[config.mk]
export PLATFORM = sky130hd
export DESIGN_NAME = bank_refresh_tracker
export DESIGN_NICKNAME = d
export VERILOG_FILES = /design/src/rtl/rbt_pkg.sv /design/src/rtl/rbt_cmd_decode.sv /design/src/rtl/rbt_bank_slot.sv /design/src/rtl/rbt_refresh_ctr.sv /design/src/rtl/bank_refresh_tracker.sv
export SDC_FILE = /design/constraint.sdc
export NUM_CORES = 1
export LEC_CHECK = 0
export CORE_MARGIN = 10
export CORE_UTILIZATION = 40
export DETAILED_ROUTE_END_ITERATION = 8
export DONT_BUFFER_PORTS = 1
export GPL_TIMING_DRIVEN = 0
export PLACE_DENSITY = 0.54
export SLEW_MARGIN = 10
export SYNTH_ARGS = -nofsm -noshare
export SYNTH_HDL_FRONTEND = slang
export SYNTH_HIERARCHICAL = 1
export SYNTH_SLANG_ARGS = --single-unit
[constraint.sdc]
create_clock -name clk -period 6.3 [get_ports clk]
set_input_delay 0.945 -clock clk [delete_from_list [all_inputs] [get_ports clk]]
set_output_delay 0.945 -clock clk [all_outputs]
set_load 0.03 [all_outputs]
[src/rtl/rbt_pkg.sv]
package rbt_pkg;

   typedef enum logic [2:0] {
      OP_NONE  = 3'd0,
      OP_ACT   = 3'd1,
      OP_PRE   = 3'd2,
      OP_RACT  = 3'd3,
      OP_RACTI = 3'd4,
      OP_RPRE  = 3'd5
   } row_op_e;

   function automatic logic op_is_act(input logic [2:0] op);
      return (op == OP_ACT) || (op == OP_RACT) || (op == OP_RACTI);
   endfunction

   function automatic logic op_is_pre(input logic [2:0] op);
      return (op == OP_PRE) || (op == OP_RPRE);
   endfunction

endpackage

[src/rtl/rbt_cmd_decode.sv]
module rbt_cmd_decode
   import rbt_pkg::*;
#(
   parameter int NBANK = 8,
   parameter int ROW_W = 12,
   localparam int BANK_W = $clog2(NBANK)
) (
   input  logic [2:0]        op_i,
   input  logic [BANK_W-1:0] bank_i,
   input  logic [ROW_W-1:0]  pkt_row_i,
   input  logic [ROW_W-1:0]  ref_row_i,
   output logic [NBANK-1:0]  act_vec_o,
   output logic [NBANK-1:0]  pre_vec_o,
   output logic [ROW_W-1:0]  act_row_o,
   output logic              inc_req_o
);

   logic is_act, is_pre;

   assign is_act    = op_is_act(op_i);
   assign is_pre    = op_is_pre(op_i);
   assign act_row_o = (op_i == OP_ACT) ? pkt_row_i : ref_row_i;
   assign inc_req_o = (op_i == OP_RACTI);

   for (genvar b = 0; b < NBANK; b++) begin : g_sel
      assign act_vec_o[b] = is_act && (bank_i == BANK_W'(b));
      assign pre_vec_o[b] = is_pre && (bank_i == BANK_W'(b));
   end

endmodule

[src/rtl/rbt_bank_slot.sv]
module rbt_bank_slot #(
   parameter int ROW_W = 12,
   parameter int TIM_W = 8
) (
   input  logic             clk,
   input  logic             rst_n,
   input  logic             sel_act_i,
   input  logic             sel_pre_i,
   input  logic [ROW_W-1:0] act_row_i,
   input  logic [TIM_W-1:0] tras_i,
   input  logic [TIM_W-1:0] trp_i,
   output logic             open_o,
   output logic [ROW_W-1:0] row_o,
   output logic             viol_state_o,
   output logic             viol_time_o,
   output logic             act_ok_o
);

   logic             open_q;
   logic [ROW_W-1:0] row_q;
   logic [TIM_W-1:0] ras_q, rp_q;
   logic [TIM_W-1:0] ras_ld, rp_ld;
   logic             pre_ok;

   assign ras_ld = (tras_i == '0) ? '0 : tras_i - 1'b1;
   assign rp_ld  = (trp_i  == '0) ? '0 : trp_i  - 1'b1;

   assign viol_state_o = sel_act_i && open_q;
   assign viol_time_o  = (sel_act_i && (rp_q != '0)) ||
                         (sel_pre_i && open_q && (ras_q != '0));
   assign act_ok_o     = sel_act_i && !open_q && (rp_q == '0);
   assign pre_ok       = sel_pre_i && open_q && (ras_q == '0);

   always_ff @(posedge clk) begin
      if (!rst_n) begin
         open_q <= 1'b0;
         row_q  <= '0;
         ras_q  <= '0;
         rp_q   <= '0;
      end else begin
         if (act_ok_o) begin
            open_q <= 1'b1;
            row_q  <= act_row_i;
            ras_q  <= ras_ld;
         end else if (ras_q != '0) begin
            ras_q <= ras_q - 1'b1;
         end
         if (pre_ok) begin
            open_q <= 1'b0;
            rp_q   <= rp_ld;
         end else if (rp_q != '0) begin
            rp_q <= rp_q - 1'b1;
         end
      end
   end

   assign open_o = open_q;
   assign row_o  = row_q;


   open_src_chk: assert property (@(posedge clk) disable iff (!rst_n)
      $rose(open_q) |-> $past(sel_act_i));

   ras_gap_chk: assert property (@(posedge clk) disable iff (!rst_n)
      $fell(open_q) |-> $past(ras_q) == '0);

   rp_gap_chk: assert property (@(posedge clk) disable iff (!rst_n)
      $rose(open_q) |-> $past(rp_q) == '0);

   row_keep_chk: assert property (@(posedge clk) disable iff (!rst_n)
      !sel_act_i |=> $stable(row_q));

endmodule

[src/rtl/rbt_refresh_ctr.sv]
module rbt_refresh_ctr #(
   parameter int ROW_W  = 12,
   parameter int NSLICE = 3,
   localparam int SL_W  = ROW_W / NSLICE,
   localparam int SEL_W = (NSLICE > 1) ? $clog2(NSLICE) : 1
) (
   input  logic             clk,
   input  logic             rst_n,
   input  logic             wr_en_i,
   input  logic [SEL_W-1:0] sel_i,
   input  logic [SL_W-1:0]  wdata_i,
   input  logic             inc_i,
   output logic [SL_W-1:0]  rdata_o,
   output logic [ROW_W-1:0] ctr_o
);

   if (ROW_W % NSLICE != 0) begin : g_bad_split
      $error("ROW_W must divide evenly into NSLICE slices");
   end

   logic [ROW_W-1:0]  ctr_q, ctr_d;
   logic [NSLICE-1:0] hit;
   logic              wr_hit;

   for (genvar s = 0; s < NSLICE; s++) begin : g_hit
      assign hit[s] = wr_en_i && (sel_i == SEL_W'(s));
   end
   assign wr_hit = |hit;

   always_comb begin
      ctr_d   = ctr_q;
      rdata_o = '0;
      if (wr_hit) begin
         for (int s = 0; s < NSLICE; s++) begin
            if (hit[s]) ctr_d[s*SL_W +: SL_W] = wdata_i;
         end
      end else if (inc_i) begin
         ctr_d = ctr_q + 1'b1;
      end
      for (int s = 0; s < NSLICE; s++) begin
         if (sel_i == SEL_W'(s)) rdata_o = ctr_q[s*SL_W +: SL_W];
      end
   end

   always_ff @(posedge clk) begin
      if (!rst_n) ctr_q <= '0;
      else        ctr_q <= ctr_d;
   end

   assign ctr_o = ctr_q;


   ctr_hold_chk: assert property (@(posedge clk) disable iff (!rst_n)
      (!wr_en_i && !inc_i) |=> $stable(ctr_q));

   ctr_step_chk: assert property (@(posedge clk) disable iff (!rst_n)
      (inc_i && !wr_en_i) |=> ctr_q == $past(ctr_q) + 1'b1);

endmodule

[src/rtl/bank_refresh_tracker.sv]
module bank_refresh_tracker
   import rbt_pkg::*;
#(
   parameter int NBANK  = 8,
   parameter int ROW_W  = 12,
   parameter int TIM_W  = 8,
   parameter int NSLICE = 3,
   localparam int BANK_W = $clog2(NBANK),
   localparam int SL_W   = ROW_W / NSLICE,
   localparam int SEL_W  = (NSLICE > 1) ? $clog2(NSLICE) : 1
) (
   input  logic                   clk,
   input  logic                   rst_n,
   input  logic [2:0]             cmd_op,
   input  logic [BANK_W-1:0]      cmd_bank,
   input  logic [ROW_W-1:0]       cmd_row,
   input  logic [TIM_W-1:0]       cfg_tras,
   input  logic [TIM_W-1:0]       cfg_trp,
   input  logic                   ctr_wr_en,
   input  logic [SEL_W-1:0]       ctr_sel,
   input  logic [SL_W-1:0]        ctr_wdata,
   output logic [SL_W-1:0]        ctr_rdata,
   output logic [NBANK-1:0]       bank_open_o,
   output logic [NBANK*ROW_W-1:0] bank_row_o,
   output logic                   err_state_o,
   output logic                   err_timing_o
);

   if (NBANK < 2 || (1 << BANK_W) != NBANK) begin : g_bad_nbank
      $error("NBANK must be a power of two of at least 2");
   end

   logic [NBANK-1:0] act_vec, pre_vec, v_state, v_time, act_ok;
   logic [ROW_W-1:0] ref_row, act_row;
   logic             inc_req, inc_go;
   logic             err_state_q, err_timing_q;

   rbt_cmd_decode #(.NBANK(NBANK), .ROW_W(ROW_W)) u_dec (
      .op_i      (cmd_op),
      .bank_i    (cmd_bank),
      .pkt_row_i (cmd_row),
      .ref_row_i (ref_row),
      .act_vec_o (act_vec),
      .pre_vec_o (pre_vec),
      .act_row_o (act_row),
      .inc_req_o (inc_req)
   );

   for (genvar b = 0; b < NBANK; b++) begin : g_bank
      rbt_bank_slot #(.ROW_W(ROW_W), .TIM_W(TIM_W)) u_slot (
         .clk          (clk),
         .rst_n        (rst_n),
         .sel_act_i    (act_vec[b]),
         .sel_pre_i    (pre_vec[b]),
         .act_row_i    (act_row),
         .tras_i       (cfg_tras),
         .trp_i        (cfg_trp),
         .open_o       (bank_open_o[b]),
         .row_o        (bank_row_o[b*ROW_W +: ROW_W]),
         .viol_state_o (v_state[b]),
         .viol_time_o  (v_time[b]),
         .act_ok_o     (act_ok[b])
      );
   end

   assign inc_go = inc_req && (|act_ok);

   rbt_refresh_ctr #(.ROW_W(ROW_W), .NSLICE(NSLICE)) u_ctr (
      .clk     (clk),
      .rst_n   (rst_n),
      .wr_en_i (ctr_wr_en),
      .sel_i   (ctr_sel),
      .wdata_i (ctr_wdata),
      .inc_i   (inc_go),
      .rdata_o (ctr_rdata),
      .ctr_o   (ref_row)
   );

   always_ff @(posedge clk) begin
      if (!rst_n) begin
         err_state_q  <= 1'b0;
         err_timing_q <= 1'b0;
      end else begin
         err_state_q  <= |v_state;
         err_timing_q <= |v_time;
      end
   end

   assign err_state_o  = err_state_q;
   assign err_timing_o = err_timing_q;


   state_err_src_chk: assert property (@(posedge clk) disable iff (!rst_n)
      err_state_o |-> $past(op_is_act(cmd_op)));

   closed_pre_quiet_chk: assert property (@(posedge clk) disable iff (!rst_n)
      (op_is_pre(cmd_op) && !bank_open_o[cmd_bank]) |=> !err_timing_o && !err_state_o);

   one_open_step_chk: assert property (@(posedge clk) disable iff (!rst_n)
      $countones(bank_open_o & ~$past(bank_open_o)) <= 1);

endmodule

* Word-level counts from Yosys, hierarchy flattened
Index checks and enable logic that the tools add are counted.
** Word-level totals
- Bits of input ports :: 43
- Output and inout bits :: 110
- Bits in registers :: 246
- Word-level logic and storage cells :: 280
** Operators by class
- Muxes and demuxes :: 43
- Bitwise gates (word level) :: 1
- $add $sub $neg :: 19
- Reduce and logical (&&, ||, !) cells :: 163
- Equality and inequality tests :: 17
** Operators by type and width (number)
- $mux 8 :: 34
- $logic_not 8->1 :: 18
- $sub 8x1->8 const B :: 18
- $reduce_bool 8->1 :: 16
- $logic_and 1x1->1 :: 76
- $mux 12 :: 3
- $reduce_bool 2->1 :: 17
- $mux 4 :: 6
- $reduce_or 8->1 :: 3
- $eq 3x3->1 const B :: 6
- $reduce_or 2->1 :: 8
- $add 12x1->12 const B :: 1
- $eq 3x2->1 const B :: 4
- $logic_or 1x1->1 :: 11
- $logic_not 1->1 :: 8
- $eq 3x1->1 const B :: 2
- $ne 2x1->1 const B :: 3
- $reduce_and 2->1 :: 3
- $logic_not 3->1 :: 1
- $reduce_or 3->1 :: 1
- $eq 2x1->1 const B :: 1
- $eq 2x2->1 const B :: 1
- $logic_not 2->1 :: 1
- $not 1->1 :: 1

* Longest topological paths before layout
- Word-level depth :: 10
- Depth in mapped cells :: 11
- Depth with buffers taken out :: 10

* Cells and area by module
Netlist, hierarchy kept.
** Modules (own cells, without submodules)
- rbt_bank_slot :: cells each 185, times used 8, area each 1579.0 um^2, sequential area each 580.6 um^2
- rbt_refresh_ctr :: cells each 118, times used 1, area each 965.9 um^2, sequential area each 240.2 um^2
- rbt_cmd_decode :: cells each 46, times used 1, area each 381.6 um^2, sequential area each 0.0 um^2
- bank_refresh_tracker :: cells each 11, times used 1, area each 100.1 um^2, sequential area each 40.0 um^2

* Worst setup path after synthesis
OpenSTA, ideal clock, no wires.
- Kind :: input to register
- Start point :: input port cmd_op[1]
- End point :: register u_ctr.ctr_q[10], in the netlist u_ctr/ctr_o[10]
- Arrival time :: 2.917 ns
- Path slack :: 3.264 ns
- Setup time :: 0.120 ns
- Stages :: 10
- Buffers on the path :: 1
- Required time :: 6.180 ns
- Cells stage by stage :: or3b_1 > buf_4 > a21oi_2 > nor2b_1 > nor2b_1 > nor4_1 > a21boi_1 > o21ai_2 > mux2_4 > o31a_1
** On the way
- Cells in the longest elaborated chain, start to end :: 10
- Elaborated cells between the ends (all ways) :: 33
- Classes of those cells :: 3 x eq/ne; 30 x reduce/logical
** RTL lines
- from (decl) :: line bank_refresh_tracker.sv:14 : input logic [2:0] cmd_op,
- $eq 3x1->1 / $eq 3x2->1 (equally long branches) :: line rbt_pkg.sv:13 : return (op == OP_ACT) || (op == OP_RACT) || (op == OP_RACTI);
- $logic_or 1x1->1 :: line rbt_pkg.sv:13
- $logic_or 1x1->1 (*) :: line rbt_pkg.sv:13
- $logic_and 1x1->1 (*) :: line rbt_cmd_decode.sv:26 : assign act_vec_o[b] = is_act && (bank_i == BANK_W'(b));
- via act_vec[1] :: line bank_refresh_tracker.sv:33 : logic [NBANK-1:0] act_vec, pre_vec, v_state, v_time, act_ok;
- $logic_and 1x1->1 (*) (2 in series) :: line rbt_bank_slot.sv:31 : assign act_ok_o = sel_act_i && !open_q && (rp_q == '0);
- via act_ok[1] :: line bank_refresh_tracker.sv:33
- $reduce_or 8->1 (*) :: line bank_refresh_tracker.sv:66 : assign inc_go = inc_req && (|act_ok);
- $logic_and 1x1->1 (*) :: line bank_refresh_tracker.sv:66
- via inc_go :: line bank_refresh_tracker.sv:35 : logic inc_req, inc_go;
- $reduce_bool 2->1 (no line) (*)
- $reduce_and 2->1 (no line) (*)
- to (signal assigned) :: line rbt_refresh_ctr.sv:47 : else ctr_q <= ctr_d;
- to (decl) :: line rbt_refresh_ctr.sv:21 : logic [ROW_W-1:0] ctr_q, ctr_d;
Mark *: on every way through the listed nets, which the timed path passes. The rest lies on a longest branch.
A chain may end at the register's enable or synchronous reset.

* Worst setup path after layout
- Start point :: input port cmd_op[2]
- End point :: register u_ctr.ctr_q[10], in the netlist u_ctr/ctr_o[10]
The elaborated chain is that of the path after synthesis.

==> qor.yml <==
critical_path:
  crit_required_ns: 6.75
  path_cells: "nand2b_1, buf_2, a21oi_2, nor2b_1, nor2b_1, nor4_1, a21boi_1, o21ai_2, mux2_4, o31a_1"
  cpMostUsedCell: "nor2b_1"
  r2r-start: "g_bank[7].u_slot/open_o"
  critPathTopFamily: "simple AND/OR/NAND/NOR gates"
  max_stage_delay_ns: 0.78
  critPathMaxFanout: 8
  worstSetupStartpointType: "input port"
  arrival_ns: 3.95
  crit_type: "in2reg"
  r2r_cells: 7
  rr_endpoint: "u_ctr/ctr_o[10]"
  worstSetupEndpointType: "flip-flop"
  r2r_setup_slack_ns: 2.99
  critical_path_buf_inv_count: 1
  crit_slowest_cell: "nor4_1"
clock_network:
  cts_buffers: 29
  clock-sinks: 246
  cts_max_path_buffers: 3
  cts_tree: "done"
  cts_setup_buffers: 0
  cts.clk_slew.worst_paths_ns: 0.07
  htreeDepth: 1
  cts_root_buf: "clkbuf_16"
  insertion_delay_ns: 0.56
  post_cts_resized: 0
  postCtsHoldBufs: 0
finish:
  num-nets-final: 1786
  final-instance-count-excl-fill: 2165
  drive_above_1_share: 0.0790
  syn_to_final_growth_pct: 10.8
yosys:
  synth_warnings: 6
  syn_area_um2: 14100
  syn-instance-count: 1655
  synth_ff_type: "dfxtp_1"
  synth-seq-area-share: 0.350
  synth-edff-count: 0
  synth_area_per_cell_um2: 8.51
  ys_ff_latch: 246
  syn_nets: 1755
  synthArstFlopShare: 0
  yosysUniqueCellTypes: 68
pwr:
  p_leak_uw: 0.00550
  ir_drop_v: 0.000272
  finalPower_uw: 6400
  powerDensity_nw_per_um2: 410
drt:
  drc: 0
  firstDrtPassIters: 5
  ant_nets: 0
  via_per_inst: 5.64
  finalWirelength_um: 44000
  drtIter0Drc: 723
  vias: 12200
  wl_per_cell_um: 20.3
placement:
  dp_hpwl_um: 32000
  gp_congestion: 0.864
  dp.cells: 2110
  io_buffers: 0
timing:
  hold_violations: 0
  fmax_ghz: 0.286
  slew_viol_final: 0
  worst_pin_slew_ns: 1.02
  relSlewSlack: 0.314
  period_minus_slack_ns: 3.50
  setup_viol: 0
  setup-tns-final_ns: 0
  fin_worst_skew_ns: 0.0221
  finalCritPeriodShare: 0.556
  rsz0062_at_grt: "no"
die:
  dieArea_um2: 43100
  core_region_area_um2: 34600
  rows: 68
  die_x_um: 208
  initial_core_util: 0.407
  die_h_um: 208
  io_pins: 153
worst_hold_path:
  min_to: "g_bank[3].u_slot/rp_q[0]"
  hold_start: "cfg_trp[0]"
  hold_class: "in2reg"
  min_path_cells: 1
grt:
  antenna_found_initial: 0
  grt_pass1_vias: 11800
  grt_max_degree: 48
  grt.total_usage: 0.192
  grt_overflow: 0
  grt_first_pass_wirelength_um: 68200
run:
  cap_violations: 0
run_status:
  outcome: "completed"
-- where the power goes --
group / total [uW] / switching, uW / internal, uW
logic: 2440 / 1250 / 1190
clock network: 1680 / 696 / 985
registers: 2280 / 382 / 1900
total: 6400 / 2330 / 4070
-- per-stage QoR --
step           hold WS [ns]  setup WS (ns)  utilization  area [um^2]
2_1_floorplan         0.483           3.26            -        14100
3_3_place_gp          0.539           2.49        0.423        14600
3_5_place_dp          0.538           2.48        0.423        14600
4_1_cts               0.454           3.05        0.450        15600
5_1_grt               0.461           2.83        0.450        15600
6_report              0.475           2.80        0.451        15600
-- registers in the layout, summed over array words and instances, names as in the netlist --
register / flops
g_bank.u_slot/row_o: 96
g_bank.u_slot/ras_q: 64
g_bank.u_slot/rp_q: 64
u_ctr/ctr_o: 12
g_bank.u_slot/open_o: 8
err_state_o: 1
err_timing_o: 1
-- metal layers --
layer	vias up	wire length, um	global-route usage
met5	-	0	0
met4	0	1120	0.0476
met3	65	2580	0.0343
met2	286	21700	0.338
met1	5903	18600	0.237
li1	5947	-	-
-- cells by family after synthesis --
family / count (synthesis) / share of synthesized area
compound gates: 332 / 0.153
xor+xnor: 200 / 0.124
fa+ha+maj: 57 / 0.0507
buf+inv: 140 / 0.0451
flops: 246 / 0.350
mux: 33 / 0.0256
simple gates: 647 / 0.251
-- worst register-to-register path, stage by stage, from the launching register on --
cell and delay, ns:
dfxtp_1 0.74, nor2b_1 0.18, nor2b_1 0.18, nor4_1 0.79
a21boi_1 0.34, o21ai_2 0.41, mux2_4 0.33, o31a_1 0.23
-- layout by cell type (no fill, tap or decap), drive strengths merged, types with 39 or more instances in the layout --
cell / count
nor2: 56
nor4: 46
nand2: 280
clkbuf: 64
a21oi: 121
xnor2: 136
dfxtp: 246
nand3: 39
ha: 57
nor3b: 43
xor2: 64
o22ai: 108
nor3: 49
inv: 92
-- worst max-delay path by stage --
stage	start	end	slack [ns]	cells past startpoint
after floorplan	cmd_op[1]	u_ctr/ctr_o[10]	3.26	10
after global placement	cmd_op[2]	u_ctr/ctr_o[10]	2.49	10
after detailed placement	cmd_op[2]	u_ctr/ctr_o[10]	2.48	10
after CTS	cmd_op[2]	u_ctr/ctr_o[10]	3.05	10
after global routing	cmd_op[2]	u_ctr/ctr_o[10]	2.83	10
final	cmd_op[2]	u_ctr/ctr_o[10]	2.80	10
-- area by class of cell --
cell class / instances / area (um^2)
fill: 3481 / 19000
multi-input combinational: 1269 / 8520
sequential: 246 / 4920
clock buffer: 39 / 813
tap: 455 / 569
inverter: 91 / 342
buffer: 49 / 294
clock inverter: 14 / 134
antenna: 2 / 5.00
-- cells in the mapped netlist (10+ instances only) --
cell	count	share of area
nand2_1	270	0.072
dfxtp_1	246	0.35
xnor2_1	136	0.085
a21oi_1	113	0.040
o22ai_1	107	0.048
inv_1	90	0.024
xor2_1	64	0.040
ha_1	57	0.051
nor2_1	56	0.015
nor3_1	49	0.017
nor3b_1	41	0.022
nand3_1	39	0.014
nor2b_1	33	0.015
nor4_1	30	0.013
clkbuf_1	25	0.0067
or4_1	24	0.013
or3_1	19	0.0084
o2bb2ai_1	17	0.011
o21ai_0	13	0.0046
buf_6	12	0.0096
mux2_1	12	0.0096
mux2i_1	12	0.0085
buf_2	10	0.0036
o211ai_1	10	0.0053
Power figures use the tool's default switching activity.
